$ cat config.mk
export PLATFORM = sky130hd
export DESIGN_NAME = dualRailAdder
export DESIGN_NICKNAME = d
export VERILOG_FILES = /design/src/rtl/drAddPkg.sv /design/src/rtl/drAddDatapath.sv /design/src/rtl/drAddCompletion.sv /design/src/rtl/drAddControl.sv /design/src/rtl/dualRailAdder.sv
export SDC_FILE = /design/constraint.sdc
export NUM_CORES = 1
export LEC_CHECK = 0
export CORE_ASPECT_RATIO = 0.6
export CORE_MARGIN = 3
export CORE_UTILIZATION = 38
export DETAILED_ROUTE_END_ITERATION = 12
export GPL_TIMING_DRIVEN = 0
export PLACE_DENSITY = 0.85
export SLEW_MARGIN = 5
export SYNTH_ARGS = -nofsm -noshare
export SYNTH_HDL_FRONTEND = slang
export SYNTH_HIERARCHICAL = 1
export SYNTH_SLANG_ARGS = --single-unit
$ cat constraint.sdc
create_clock -name clk -period 4.2 [get_ports clk]
set_input_delay 0.42 -clock clk [delete_from_list [all_inputs] [get_ports clk]]
set_output_delay 0.42 -clock clk [all_outputs]
set_load 0.02 [all_outputs]
$ cat src/rtl/drAddPkg.sv
package drAddPkg;

  // Summary flags the completion detector hands to the control stage.
  typedef struct packed {
    logic allValid;  // every output pair has one rail high
    logic allNull;   // every output rail is low
  } railStatus_t;

  // Sum rails of one bit: {true, false}. Only uncomplemented rails are used.
  function automatic logic [1:0] sumRails(input logic aT, input logic aF,
                                          input logic bT, input logic bF,
                                          input logic cT, input logic cF);
    logic xT, xF;
    xT = (aT & bF) | (aF & bT);
    xF = (aT & bT) | (aF & bF);
    return {(xT & cF) | (xF & cT), (xT & cT) | (xF & cF)};
  endfunction

  // Majority carry rails of one bit: {true, false}.
  function automatic logic [1:0] carryRails(input logic aT, input logic aF,
                                            input logic bT, input logic bF,
                                            input logic cT, input logic cF);
    return {(aT & bT) | (aT & cT) | (bT & cT),
            (aF & bF) | (aF & cF) | (bF & cF)};
  endfunction

endpackage

$ cat src/rtl/drAddDatapath.sv
module drAddDatapath #(
  parameter int WIDTH = 8
) (
  input  logic                         clk,
  input  logic                         rst_n,
  input  logic [WIDTH-1:0]             opATrue,
  input  logic [WIDTH-1:0]             opAFalse,
  input  logic [WIDTH-1:0]             opBTrue,
  input  logic [WIDTH-1:0]             opBFalse,
  input  logic                         cinTrue,
  input  logic                         cinFalse,
  output logic [WIDTH-1:0]             sumTrue,
  output logic [WIDTH-1:0]             sumFalse,
  output logic                         coutTrue,
  output logic                         coutFalse,
  output logic [$clog2(WIDTH+1)-1:0]   carryResolved
);
  import drAddPkg::*;

  localparam int CNT_W = $clog2(WIDTH + 1);

  // Ripple network. The carry is a procedural chain so that no vector feeds itself.
  always_comb begin
    logic cT, cF;
    logic [1:0] s, k;
    logic [CNT_W-1:0] cnt;
    cT  = cinTrue;
    cF  = cinFalse;
    cnt = '0;
    for (int i = 0; i < WIDTH; i++) begin
      s = sumRails(opATrue[i], opAFalse[i], opBTrue[i], opBFalse[i], cT, cF);
      k = carryRails(opATrue[i], opAFalse[i], opBTrue[i], opBFalse[i], cT, cF);
      sumTrue[i]  = s[1];
      sumFalse[i] = s[0];
      if (k[1] | k[0]) cnt = cnt + CNT_W'(1);
      cT = k[1];
      cF = k[0];
    end
    coutTrue      = cT;
    coutFalse     = cF;
    carryResolved = cnt;
  end

  logic inNull, inWellFormed, inComplete;
  assign inNull       = ~|{opATrue, opAFalse, opBTrue, opBFalse, cinTrue, cinFalse};
  assign inWellFormed = ~|(opATrue & opAFalse) && ~|(opBTrue & opBFalse) && !(cinTrue && cinFalse);
  assign inComplete   = &(opATrue | opAFalse) && &(opBTrue | opBFalse) && (cinTrue || cinFalse);


  nullPropagate_chk: assert property (@(posedge clk) disable iff (!rst_n)
    inNull |-> (~|{sumTrue, sumFalse, coutTrue, coutFalse} && carryResolved == '0));


  noIllegalPair_chk: assert property (@(posedge clk) disable iff (!rst_n)
    inWellFormed |-> (~|(sumTrue & sumFalse) && !(coutTrue && coutFalse)));


  fullResolve_chk: assert property (@(posedge clk) disable iff (!rst_n)
    inComplete |-> (&(sumTrue | sumFalse) && (coutTrue || coutFalse) &&
                    carryResolved == CNT_W'(WIDTH)));

endmodule

$ cat src/rtl/drAddCompletion.sv
module drAddCompletion #(
  parameter int WIDTH = 8
) (
  input  logic [WIDTH-1:0]       sumTrue,
  input  logic [WIDTH-1:0]       sumFalse,
  input  logic                   coutTrue,
  input  logic                   coutFalse,
  output drAddPkg::railStatus_t  status
);
  localparam int PAIRS = WIDTH + 1;

  logic [PAIRS-1:0] pairValid;

  // One OR per output pair; the carry-out takes the top slot.
  for (genvar g = 0; g < WIDTH; g++) begin : g_pair
    assign pairValid[g] = sumTrue[g] | sumFalse[g];
  end
  assign pairValid[PAIRS-1] = coutTrue | coutFalse;

  assign status.allValid = &pairValid;
  assign status.allNull  = ~|pairValid;

endmodule

$ cat src/rtl/drAddControl.sv
module drAddControl (
  input  logic                   clk,
  input  logic                   rst_n,
  input  drAddPkg::railStatus_t  status,
  output logic                   done
);
  // Hysteresis flag: set on full data, clear on full NULL, hold in between.
  always_ff @(posedge clk or negedge rst_n) begin
    if (!rst_n)               done <= 1'b0;
    else if (status.allValid) done <= 1'b1;
    else if (status.allNull)  done <= 1'b0;
  end


  doneRiseOnValid_chk: assert property (@(posedge clk) disable iff (!rst_n)
    $rose(done) |-> $past(status.allValid));


  doneFallOnNull_chk: assert property (@(posedge clk) disable iff (!rst_n)
    $fell(done) |-> $past(status.allNull));


  doneHoldsPartial_chk: assert property (@(posedge clk) disable iff (!rst_n)
    (done && !status.allNull) |=> done);

endmodule

$ cat src/rtl/dualRailAdder.sv
module dualRailAdder #(
  parameter int WIDTH = 8
) (
  input  logic                         clk,
  input  logic                         rst_n,
  input  logic [WIDTH-1:0]             opATrue,
  input  logic [WIDTH-1:0]             opAFalse,
  input  logic [WIDTH-1:0]             opBTrue,
  input  logic [WIDTH-1:0]             opBFalse,
  input  logic                         cinTrue,
  input  logic                         cinFalse,
  output logic [WIDTH-1:0]             sumTrue,
  output logic [WIDTH-1:0]             sumFalse,
  output logic                         coutTrue,
  output logic                         coutFalse,
  output logic [$clog2(WIDTH+1)-1:0]   carryResolved,
  output logic                         done
);
  drAddPkg::railStatus_t status;

  drAddDatapath #(.WIDTH(WIDTH)) datapath_i (
    .clk(clk), .rst_n(rst_n),
    .opATrue(opATrue), .opAFalse(opAFalse),
    .opBTrue(opBTrue), .opBFalse(opBFalse),
    .cinTrue(cinTrue), .cinFalse(cinFalse),
    .sumTrue(sumTrue), .sumFalse(sumFalse),
    .coutTrue(coutTrue), .coutFalse(coutFalse),
    .carryResolved(carryResolved)
  );

  drAddCompletion #(.WIDTH(WIDTH)) completion_i (
    .sumTrue(sumTrue), .sumFalse(sumFalse),
    .coutTrue(coutTrue), .coutFalse(coutFalse),
    .status(status)
  );

  drAddControl control_i (
    .clk(clk), .rst_n(rst_n), .status(status), .done(done)
  );

endmodule

==> run summary, run 1 <==
GRT Residual Overflow -> 0
Cell variety after synth -> 47
P per Cell Area -> 390 mW/mm^2
final hold slack -> 0.503 ns
Worst EP required -> 3.78 ns
r2r startpoint -> control_i/done
worst r2r path cells -> 1
crit-path max FO -> 6
DR iter-0 viols -> 239
RSZ-0062 raised after global routing -> true
EDFF count, synth -> 0
share of layout cells above drive strength 1 -> 0.482
Core ar. -> 0.00298 mm^2
setup ws final -> -0.255 ns
DR WL/cell -> 25.9 um
Tmin final -> 4.45 ns
post-synthesis register bit count -> 1
Tcrit/Tclk final -> 1.06
measured slew at the worst slew-check pin -> 0.439 ns
critical path type -> input port to primary output
# fillers -> 132
post-route ant nets -> 0
Total Negative Setup Slacks -> -0.848 ns
Hold EP -> control_i/done
HP Start -> control_i/done
total length of routed wires -> 7.59 mm
Largest register FFs -> 1
Seq/Total Area, Yosys -> 0.0204
Worst-path clk slew -> 0 ns
worst-case headroom to the max-slew limit -> 0.706
Crit path arrival time -> 4.03 ns
post-route clock skew -> 0 ns
# DRC -> 0
setup violators final -> 6
Die Wd -> 79.4 um
DR vias/cell -> 7.13
status -> finished with violations
largest net degree at the start of global routing -> 9
Nets -> 294
I/O Buffers -> 58
WHS Path Cells -> 1
I/O pins -> 59
area delta synth->final -> 111%
Max rail drop VDD -> 0.361 mV
failing checks -> setup timing
flop2flop setup slack -> 3.53 ns
Top Registers -> control_i/done (1)
Syn Inst Count -> 153
Top reg by flops -> control_i/done
vias in the first global route -> 1824
FP Rows -> 15
gr usage total -> 0.283
worst skew pair latency -> 0 ns
router iterations before antenna repair -> 5
syn_area_per_cell -> 8.02 um^2
reg2reg end -> control_i/done
Peak Freq -> 224 MHz
diodes inserted -> 0
die area -> 0.00397 mm^2
Hold Path Class -> register to register
Max-cap violations -> 0
placed wire-length estimate -> 3.37 mm
Synth Cell Area -> 0.00123 mm^2
most frequent cells in the layout -> clkdlybuf4s50_1 (41), buf_4 (39), a22o_1 (28), nand2_1 (10)
crit start category -> input port
LEAKAGE -> 1.03 nW
Starting Density -> 0.411
antenna violations before repair -> 0
final hold violation count -> 0
ys flop type -> dfrtp_1
gp weighted congestion -> 0.855
Syn Nets -> 194
Ys Warns -> 6
global-route wire length before repair -> 8.99 mm
Die Ht -> 50.0 um
commonest non-fill, non-tap cell in the layout -> clkdlybuf4s50_1
Final Max Tran Viols -> 0
Worst setup EP type -> primary output
DR vias -> 2089
post-synthesis async set-or-reset flop share -> 1.00
## Yosys cell counts (2+ instances only)
cell type / number / area, um^2
o41ai_2: 2 / 32.5
and3_1: 2 / 12.5
xor2_1: 6 / 52.6
a31oi_1: 2 / 12.5
a2111oi_2: 2 / 30.0
nand2b_1: 2 / 12.5
nor3_1: 5 / 25.0
o21ai_0: 6 / 30.0
inv_1: 7 / 26.3
o22ai_1: 3 / 18.8
nor4b_2: 2 / 30.0
nor4_1: 5 / 31.3
or2_1: 2 / 12.5
nand3_1: 3 / 15.0
or2_2: 4 / 25.0
a21o_1: 5 / 37.5
a22o_1: 28 / 245
nor3_2: 2 / 20.0
a211oi_1: 2 / 15.0
and2_1: 4 / 25.0
ha_1: 5 / 62.6
xnor2_1: 2 / 17.5
nor2_1: 5 / 18.8
mux2_2: 3 / 33.8
nand2_1: 12 / 45.0
maj3_2: 9 / 101
a21oi_1: 3 / 15.0
## through the flow
stage	area, um^2	instances	total power [mW]	setup slack [ns]	util
2_1_floorplan	1240	153	0.426	-0.00101	-
6_report	2590	293	1.01	-0.255	0.867
5_1_grt	2590	293	1.05	-0.334	0.867
3_3_place_gp	1870	253	0.645	-1.16	0.627
4_1_cts	2340	280	0.788	-0.0960	0.783
3_5_place_dp	1870	253	0.665	-1.24	0.627
## layer usage
metal,global-route usage,wire (um)
met2,0.480,3270
met3,0.0456,996
met5,0,0
met1,0.349,2770
met4,0.131,553
## cell type report
class / count / area [um^2] / share of cell area
tap: 42 / 52.6 / 0.0203
timing repair buffer: 98 / 896 / 0.346
multi-input combinational: 145 / 1590 / 0.613
sequential: 1 / 25.0 / 0.00967
inverter: 7 / 28.8 / 0.0111
## worst max-delay path, cell delays in order
cell	delay, ns
dlygate4sd2_1	0.34
nand2_2	0.16
a31oi_4	0.16
o41ai_4	0.49
buf_4	0.20
and2_1	0.19
nand2b_1	0.13
mux2_4	0.35
ha_4	0.22
mux2_4	0.33
buf_12	0.15
xor2_4	0.20
ha_4	0.18
nand2_4	0.05
xor2_2	0.15
xnor2_2	0.14
buf_4	0.15
## worst max-delay path by stage
| stage | start | end | slack, ns | cells past startpoint |
|---|---|---|---|---|
| 6_report | opBFalse[1] | carryResolved[2] | -0.25 | 17 |
| 5_1_grt | cinFalse | carryResolved[2] | -0.33 | 17 |
| 4_1_cts | cinTrue | carryResolved[3] | -0.1 | 16 |
| 3_5_place_dp | cinFalse | carryResolved[2] | -1.24 | 18 |
| 3_3_place_gp | cinFalse | carryResolved[3] | -1.16 | 17 |
| 2_1_floorplan | cinTrue | carryResolved[3] | -0.001 | 14 |
## kinds of logic (layout without fill, tap and decap cells)
group | after synthesis | after routing | synth area share
adder cells (fa/ha/maj) | 14 | 14 | 0.134
buffers and inverters | 7 | 105 | 0.0214
AO/OA/AOI/OAI | 61 | 61 | 0.418
AND/OR/NAND/NOR | 57 | 57 | 0.296
flip-flops | 1 | 1 | 0.0204
multiplexers | 3 | 3 | 0.0275
XOR/XNOR | 10 | 10 | 0.0836
## where the power goes
group	total [mW]	internal [mW]	leakage [nW]	switching [mW]
logic	0.991	0.483	1.02	0.509
clock network	0	0	0	0
registers	0.0182	0.0147	0.0111	0.00351
## what timing repair did
item                       in CTS  in global routing
buffers inserted               27                 14
gates resized for setup       118                 28
gates cloned                    0                  0
pin swaps                      31                 21
hold buffers                    0                  0
setup endpoints to repair       8                  6
(Power assumes the default switching activity.)
==> inputs of run 2 (changes only) <==
--- a/config.mk
+++ b/config.mk
@@ -5,12 +5,15 @@
 export SDC_FILE = /design/constraint.sdc
 export NUM_CORES = 1
 export LEC_CHECK = 0
+export CELL_PAD_IN_SITES_DETAIL_PLACEMENT = 0
+export CELL_PAD_IN_SITES_GLOBAL_PLACEMENT = 1
 export CORE_ASPECT_RATIO = 0.6
 export CORE_MARGIN = 3
-export CORE_UTILIZATION = 38
+export CORE_UTILIZATION = 26
 export DETAILED_ROUTE_END_ITERATION = 12
 export GPL_TIMING_DRIVEN = 0
-export PLACE_DENSITY = 0.85
+export MAX_ROUTING_LAYER = met4
+export PLACE_DENSITY = 0.83
 export SLEW_MARGIN = 5
 export SYNTH_ARGS = -nofsm -noshare
 export SYNTH_HDL_FRONTEND = slang
==> run 2 against run 1 <==
The flow still finishes with violations (setup timing). Hold slack got worse by 0.034 ns. Clock skew unchanged. Cell count increased by 1.4%. Sequential share of layout area increased by 0.095 points. Setup slack improved by 0.11 ns. First-iteration DRC count decreased by 71%. Design area decreased by 8.9%. Register-to-register slack improved by 0.03 ns. Sequential power decreased by 7%. Critical path type unchanged. Largest power group unchanged.
==> run summary, run 2 (synthesis gave the netlist of run 1 again) <==
post-route clock skew -> 0 ns (unchanged)
Peak Freq -> 230 MHz (+2.4%)
DR vias/cell -> 5.53 (-23%)
I/O pins -> 59 (unchanged)
area occupied by multi-input gates -> 0.00146 mm^2 (-7.8%)
placed wire-length estimate -> 3.41 mm (+1.3%)
DR WL/cell -> 16.5 um (-36%)
Tot Pwr -> 0.791 mW (-22%)
Largest register FFs -> 1 (unchanged)
Tmin final -> 4.35 ns (-0.105 ns)
Max rail drop VDD -> 0.212 mV (-41%)
# fillers -> 398 (+200%)
share of layout cells above drive strength 1 -> 0.443 (-0.0390)
RSZ-0062 raised after global routing -> true
area delta synth->final -> 91.9%
Final Max Tran Viols -> 0 (unchanged)
worst skew pair latency -> 0 ns (unchanged)
max incr delay on CP -> 0.37 ns (-0.12 ns)
measured slew at the worst slew-check pin -> 0.498 ns (+0.0589 ns)
CP bufs+invs -> 3 (-1)
Slowest-stage cell, CP -> maj3_4
final hold violation count -> 0 (unchanged)
FP Rows -> 18 (+3)
P per Cell Area -> 336 mW/mm^2 (-14%)
Worst EP required -> 3.78 ns (about the same)
Top reg by flops -> control_i/done
status -> finished with violations
crit-path max FO -> 4 (-2)
Tcrit/Tclk final -> 1.04 (-0.0250)
LEAKAGE -> 0.927 nW (-9.9%)
gp weighted congestion -> 0.876 (+2.5%)
setup violators final -> 3 (-3)
Max-cap violations -> 0 (unchanged)
Core ar. -> 0.00432 mm^2 (+45%)
antenna violations before repair -> 0 (unchanged)
# DRC -> 0 (unchanged)
I/O Buffers -> 58 (unchanged)
Top Registers -> control_i/done (1)
failing checks -> setup timing
Starting Density -> 0.284 (-0.127)
setup ws final -> -0.150 ns (+0.105 ns)
GRT Residual Overflow -> 0 (unchanged)
DR vias -> 1641 (-21%)
vias in the first global route -> 1560 (-14%)
post-route ant nets -> 0 (unchanged)
DR iter-0 viols -> 70 (-71%)
Die Ht -> 59.2 um (+18%)
final hold slack -> 0.469 ns (-0.0342 ns)
global-route wire length before repair -> 7.65 mm (-15%)
Crit path arrival time -> 3.93 ns (-0.10 ns)
Die Wd -> 94.7 um (+19%)
gr usage total -> 0.174 (-0.109)
crit start category -> input port
largest net degree at the start of global routing -> 9 (unchanged)
critical path type -> input port to primary output
total length of routed wires -> 4.90 mm (-35%)
cell family with the largest share of critical-path delay -> adder cells
critical path cell sequence -> buf_6 -> maj3_4 -> buf_6 -> o211ai_4 -> a211oi_2 -> o31a_1 -> maj3_2 -> maj3_2 -> or2_4 -> maj3_2 -> xor2_2 -> ha_2 -> nand2_2 -> xor2_2 -> xnor2_2 -> buf_4
Worst-path clk slew -> 0 ns (unchanged)
Nets -> 280 (-4.8%)
router iterations before antenna repair -> 4 (-1)
Worst setup EP type -> primary output
CP most frequent cell -> maj3_2
die area -> 0.00561 mm^2 (+41%)
Hold Path Class -> register to register
worst-case headroom to the max-slew limit -> 0.663 (-0.0430)
Reg area -> 25.0 um^2 (unchanged)
most frequent cells in the layout -> clkdlybuf4s50_1 (39), a22o_1 (28), buf_4 (28), nand2_1 (11), maj3_2 (8)
diodes inserted -> 0 (unchanged)
commonest non-fill, non-tap cell in the layout -> clkdlybuf4s50_1
run 2: cell types whose count changed in the layout (fill, tap and decap cells not counted), sizes merged:
cell / before / now
buf: 51 / 37
clkdlybuf4s50: 41 / 39
dlymetal6s2s: 0 / 2
clkbuf: 2 / 1
clkdlybuf4s15: 1 / 2
run 2: power breakdown:
part | switching (mW) | leakage (nW) | internal [mW]
Sequential | 0.00227 | 0.0111 | 0.0146
Combinational | 0.388 | 0.916 | 0.386
Clock | 0 | 0 | 0
run 2: final cells by class:
class / count / area share
inverters: 7 / 0.0112
multi-input cells: 145 / 0.620
flip-flops and latches: 1 / 0.0106
well taps: 60 / 0.0319
repair buffers: 84 / 0.326
run 2: through the flow:
step	instances	setup slack (ns)	instance area (um^2)	TNS, ns	util
4_1_cts	295	-0.0624	2290	-0.0980	0.529
2_1_floorplan	153	-0.00101	1240	-0.00101	-
5_1_grt	297	-0.279	2360	-0.722	0.545
3_3_place_gp	271	-1.17	1890	-4.03	0.438
3_5_place_dp	271	-1.20	1890	-4.27	0.438
6_report	297	-0.150	2360	-0.292	0.545
run 2: final timing paths:
path | slack [ns] | cells past startpoint | to | startpoint
setup / recovery | -0.15 | 16 | carryResolved[2] | opATrue[0]
max in group asynchronous | 3.53 | 1 | control_i/done | rst_n
hold reg to reg | 0.47 | 1 | control_i/done | control_i/done
hold / removal | 0.47 | 1 | control_i/done | control_i/done
min in group asynchronous | 0.57 | 1 | control_i/done | rst_n
setup reg to reg | 3.56 | 1 | control_i/done | control_i/done
run 2: metal layers:
metal  share of wire  vias to the layer above  global-route usage
li1                -                      799                   -
met1            0.48                      775               0.246
met2            0.44                       61               0.283
met3           0.076                        6              0.0140
met4          0.0069                        0              0.0144
met5               0                        -                   -
run 2: timing repair:
item	CTS	global route
setup buffers	24	2
resized for setup	111	12
setup endpoints to repair	8	6
pin swaps	33	4
hold buffers	0	0
==> inputs of run 3 (changes only) <==
--- a/config.mk
+++ b/config.mk
@@ -14,6 +14,7 @@
 export GPL_TIMING_DRIVEN = 0
 export MAX_ROUTING_LAYER = met4
 export PLACE_DENSITY = 0.83
+export SKIP_LAST_GASP = 1
 export SLEW_MARGIN = 5
 export SYNTH_ARGS = -nofsm -noshare
 export SYNTH_HDL_FRONTEND = slang
==> run 3 against run 2 <==
The flow still finishes with violations (setup timing). Via count decreased by 0.61%. Setup slack is essentially flat. Cell count unchanged. Sequential power hardly changed. Power barely moved. Die area did not move. Register-to-register slack hardly changed. Wire length fell by 0.25%. Flip-flop and latch count unchanged. Sequential share of layout area unchanged. Maximum frequency barely moved. Critical endpoint unchanged.
==> run summary, run 3 (synthesis gave the netlist of run 1 again) <==
crit start category -> input port
I/O pins -> 59 (unchanged)
WHS Path Cells -> 1 (unchanged)
most frequent cells in the layout -> clkdlybuf4s50_1 (39), a22o_1 (28), buf_4 (28), nand2_1 (11), maj3_2 (8)
Reg area -> 25.0 um^2 (unchanged)
die area -> 0.00561 mm^2 (unchanged)
# fillers -> 398 (unchanged)
setup violators final -> 3 (unchanged)
Tmin final -> 4.35 ns (-0.0000520 ns)
Tot Pwr -> 0.790 mW (about the same)
gp weighted congestion -> 0.876 (unchanged)
worst-case headroom to the max-slew limit -> 0.640 (-0.0237)
Worst EP required -> 3.78 ns (about the same)
max incr delay on CP -> 0.37 ns (about the same)
post-route clock skew -> 0 ns (unchanged)
Nets -> 280 (unchanged)
final hold slack -> 0.469 ns (unchanged)
antenna violations before repair -> 0 (unchanged)
Slowest-stage cell, CP -> maj3_4
worst skew pair latency -> 0 ns (unchanged)
FP Rows -> 18 (unchanged)
largest net degree at the start of global routing -> 9 (unchanged)
DR vias/cell -> 5.49 (-0.61%)
Hold Path Class -> register to register
Final Instance Area -> 0.00236 mm^2 (unchanged)
area delta synth->final -> 91.9% (unchanged)
crit-path max FO -> 4 (unchanged)
DR WL/cell -> 16.4 um (-0.25%)
final hold violation count -> 0 (unchanged)
flop2flop setup slack -> 3.56 ns (about the same)
commonest non-fill, non-tap cell in the layout -> clkdlybuf4s50_1
Die Wd -> 94.7 um (unchanged)
router iterations before antenna repair -> 4 (unchanged)
Starting Density -> 0.284 (unchanged)
r2r startpoint -> control_i/done
gr usage total -> 0.174 (unchanged)
placed wire-length estimate -> 3.41 mm (unchanged)
DR iter-0 viols -> 69 (-1.4%)
Top reg by flops -> control_i/done
Max rail drop VDD -> 0.212 mV (about the same)
Area after DPL -> 0.00189 mm^2 (unchanged)
status -> finished with violations
CP most frequent cell -> maj3_2
setup ws final -> -0.150 ns (+0.0000520 ns)
share of layout cells above drive strength 1 -> 0.443 (unchanged)
area occupied by multi-input gates -> 0.00146 mm^2 (unchanged)
Tcrit/Tclk final -> 1.04 (about the same)
Worst setup EP type -> primary output
total length of routed wires -> 4.89 mm (-0.25%)
Final Max Tran Viols -> 0 (unchanged)
reg2reg end -> control_i/done
P per Cell Area -> 335 mW/mm^2 (about the same)
worst r2r path cells -> 1 (unchanged)
cts hold-fix bufs -> 0 (unchanged)
post-route ant nets -> 0 (unchanged)
Largest register FFs -> 1 (unchanged)
LEAKAGE -> 0.927 nW (about the same)
I/O Buffers -> 58 (unchanged)
global-route wire length before repair -> 7.65 mm (unchanged)
GRT Residual Overflow -> 0 (unchanged)
Core ar. -> 0.00432 mm^2 (unchanged)
critical path cell sequence -> buf_6 -> maj3_4 -> buf_6 -> o211ai_4 -> a211oi_2 -> o31a_1 -> maj3_2 -> maj3_2 -> or2_4 -> maj3_2 -> xor2_2 -> ha_2 -> nand2_2 -> xor2_2 -> xnor2_2 -> buf_4
HP Start -> control_i/done
diodes inserted -> 0 (unchanged)
Max-cap violations -> 0 (unchanged)
measured slew at the worst slew-check pin -> 0.533 ns (+0.0351 ns)
Total Negative Setup Slacks -> -0.301 ns (-0.00822 ns)
DR vias -> 1631 (-0.61%)
critical path type -> input port to primary output
Setup WS pre-CTS -> -1.20 ns (unchanged)
vias in the first global route -> 1560 (unchanged)
Top Registers -> control_i/done (1)
Die Ht -> 59.2 um (unchanged)
RSZ-0062 raised after global routing -> true
Hold EP -> control_i/done
failing checks -> setup timing
# DRC -> 0 (unchanged)
Worst-path clk slew -> 0 ns (unchanged)
Crit path arrival time -> 3.93 ns (about the same)
Peak Freq -> 230 MHz (about the same)
## run 3: critical path, delay by kind of cell
family / cells / cell delay [ns]
adder cells (fa/ha/maj): 5 / 1.56
AO/OA/AOI/OAI: 3 / 0.72
XOR/XNOR: 3 / 0.50
buffers and inverters: 3 / 0.40
AND/OR/NAND/NOR: 2 / 0.32
## run 3: what timing repair did
action                     4_1_cts  5_1_grt
buffers inserted                24        2
gates resized for setup        111       12
pin swaps                       33        3
gates cloned                     0        0
setup endpoints to repair        8        6
## run 3: per-stage QoR
stage	util	std cells
5_1_grt	0.545	297
4_1_cts	0.529	295
3_5_place_dp	0.438	271
3_3_place_gp	0.438	271
6_report	0.545	297
2_1_floorplan	-	153
## run 3: power breakdown
group | total [mW] | internal, mW | switching, mW
Sequential | 0.0169 | 0.0146 | 0.00227
Combinational | 0.773 | 0.385 | 0.388
Clock | 0 | 0 | 0
Total | 0.790 | 0.400 | 0.390
## run 3: cell type report
cell class / instances / share of cell area
multi-input cells: 145 / 0.620
repair buffers: 84 / 0.326
well taps: 60 / 0.0319
inverters: 7 / 0.0112
flip-flops and latches: 1 / 0.0106
## run 3: metal layers
layer	global-route usage	vias to the layer above	routed length [um]
met5	-	-	0
met4	0.0144	0	0
met3	0.0140	0	409
met2	0.283	54	2180
met1	0.246	779	2300
li1	-	798	-
## run 3: worst max-delay path by stage
stage / from / end / slack, ns / cells after the start
floorplan: cinTrue / carryResolved[3] / -0.001 / 14
global placement: cinFalse / carryResolved[2] / -1.17 / 18
detailed placement: cinFalse / carryResolved[3] / -1.20 / 17
CTS: cinTrue / carryResolved[3] / -0.06 / 16
global route: opBTrue[1] / carryResolved[2] / -0.28 / 17
finish: opATrue[0] / carryResolved[2] / -0.15 / 16
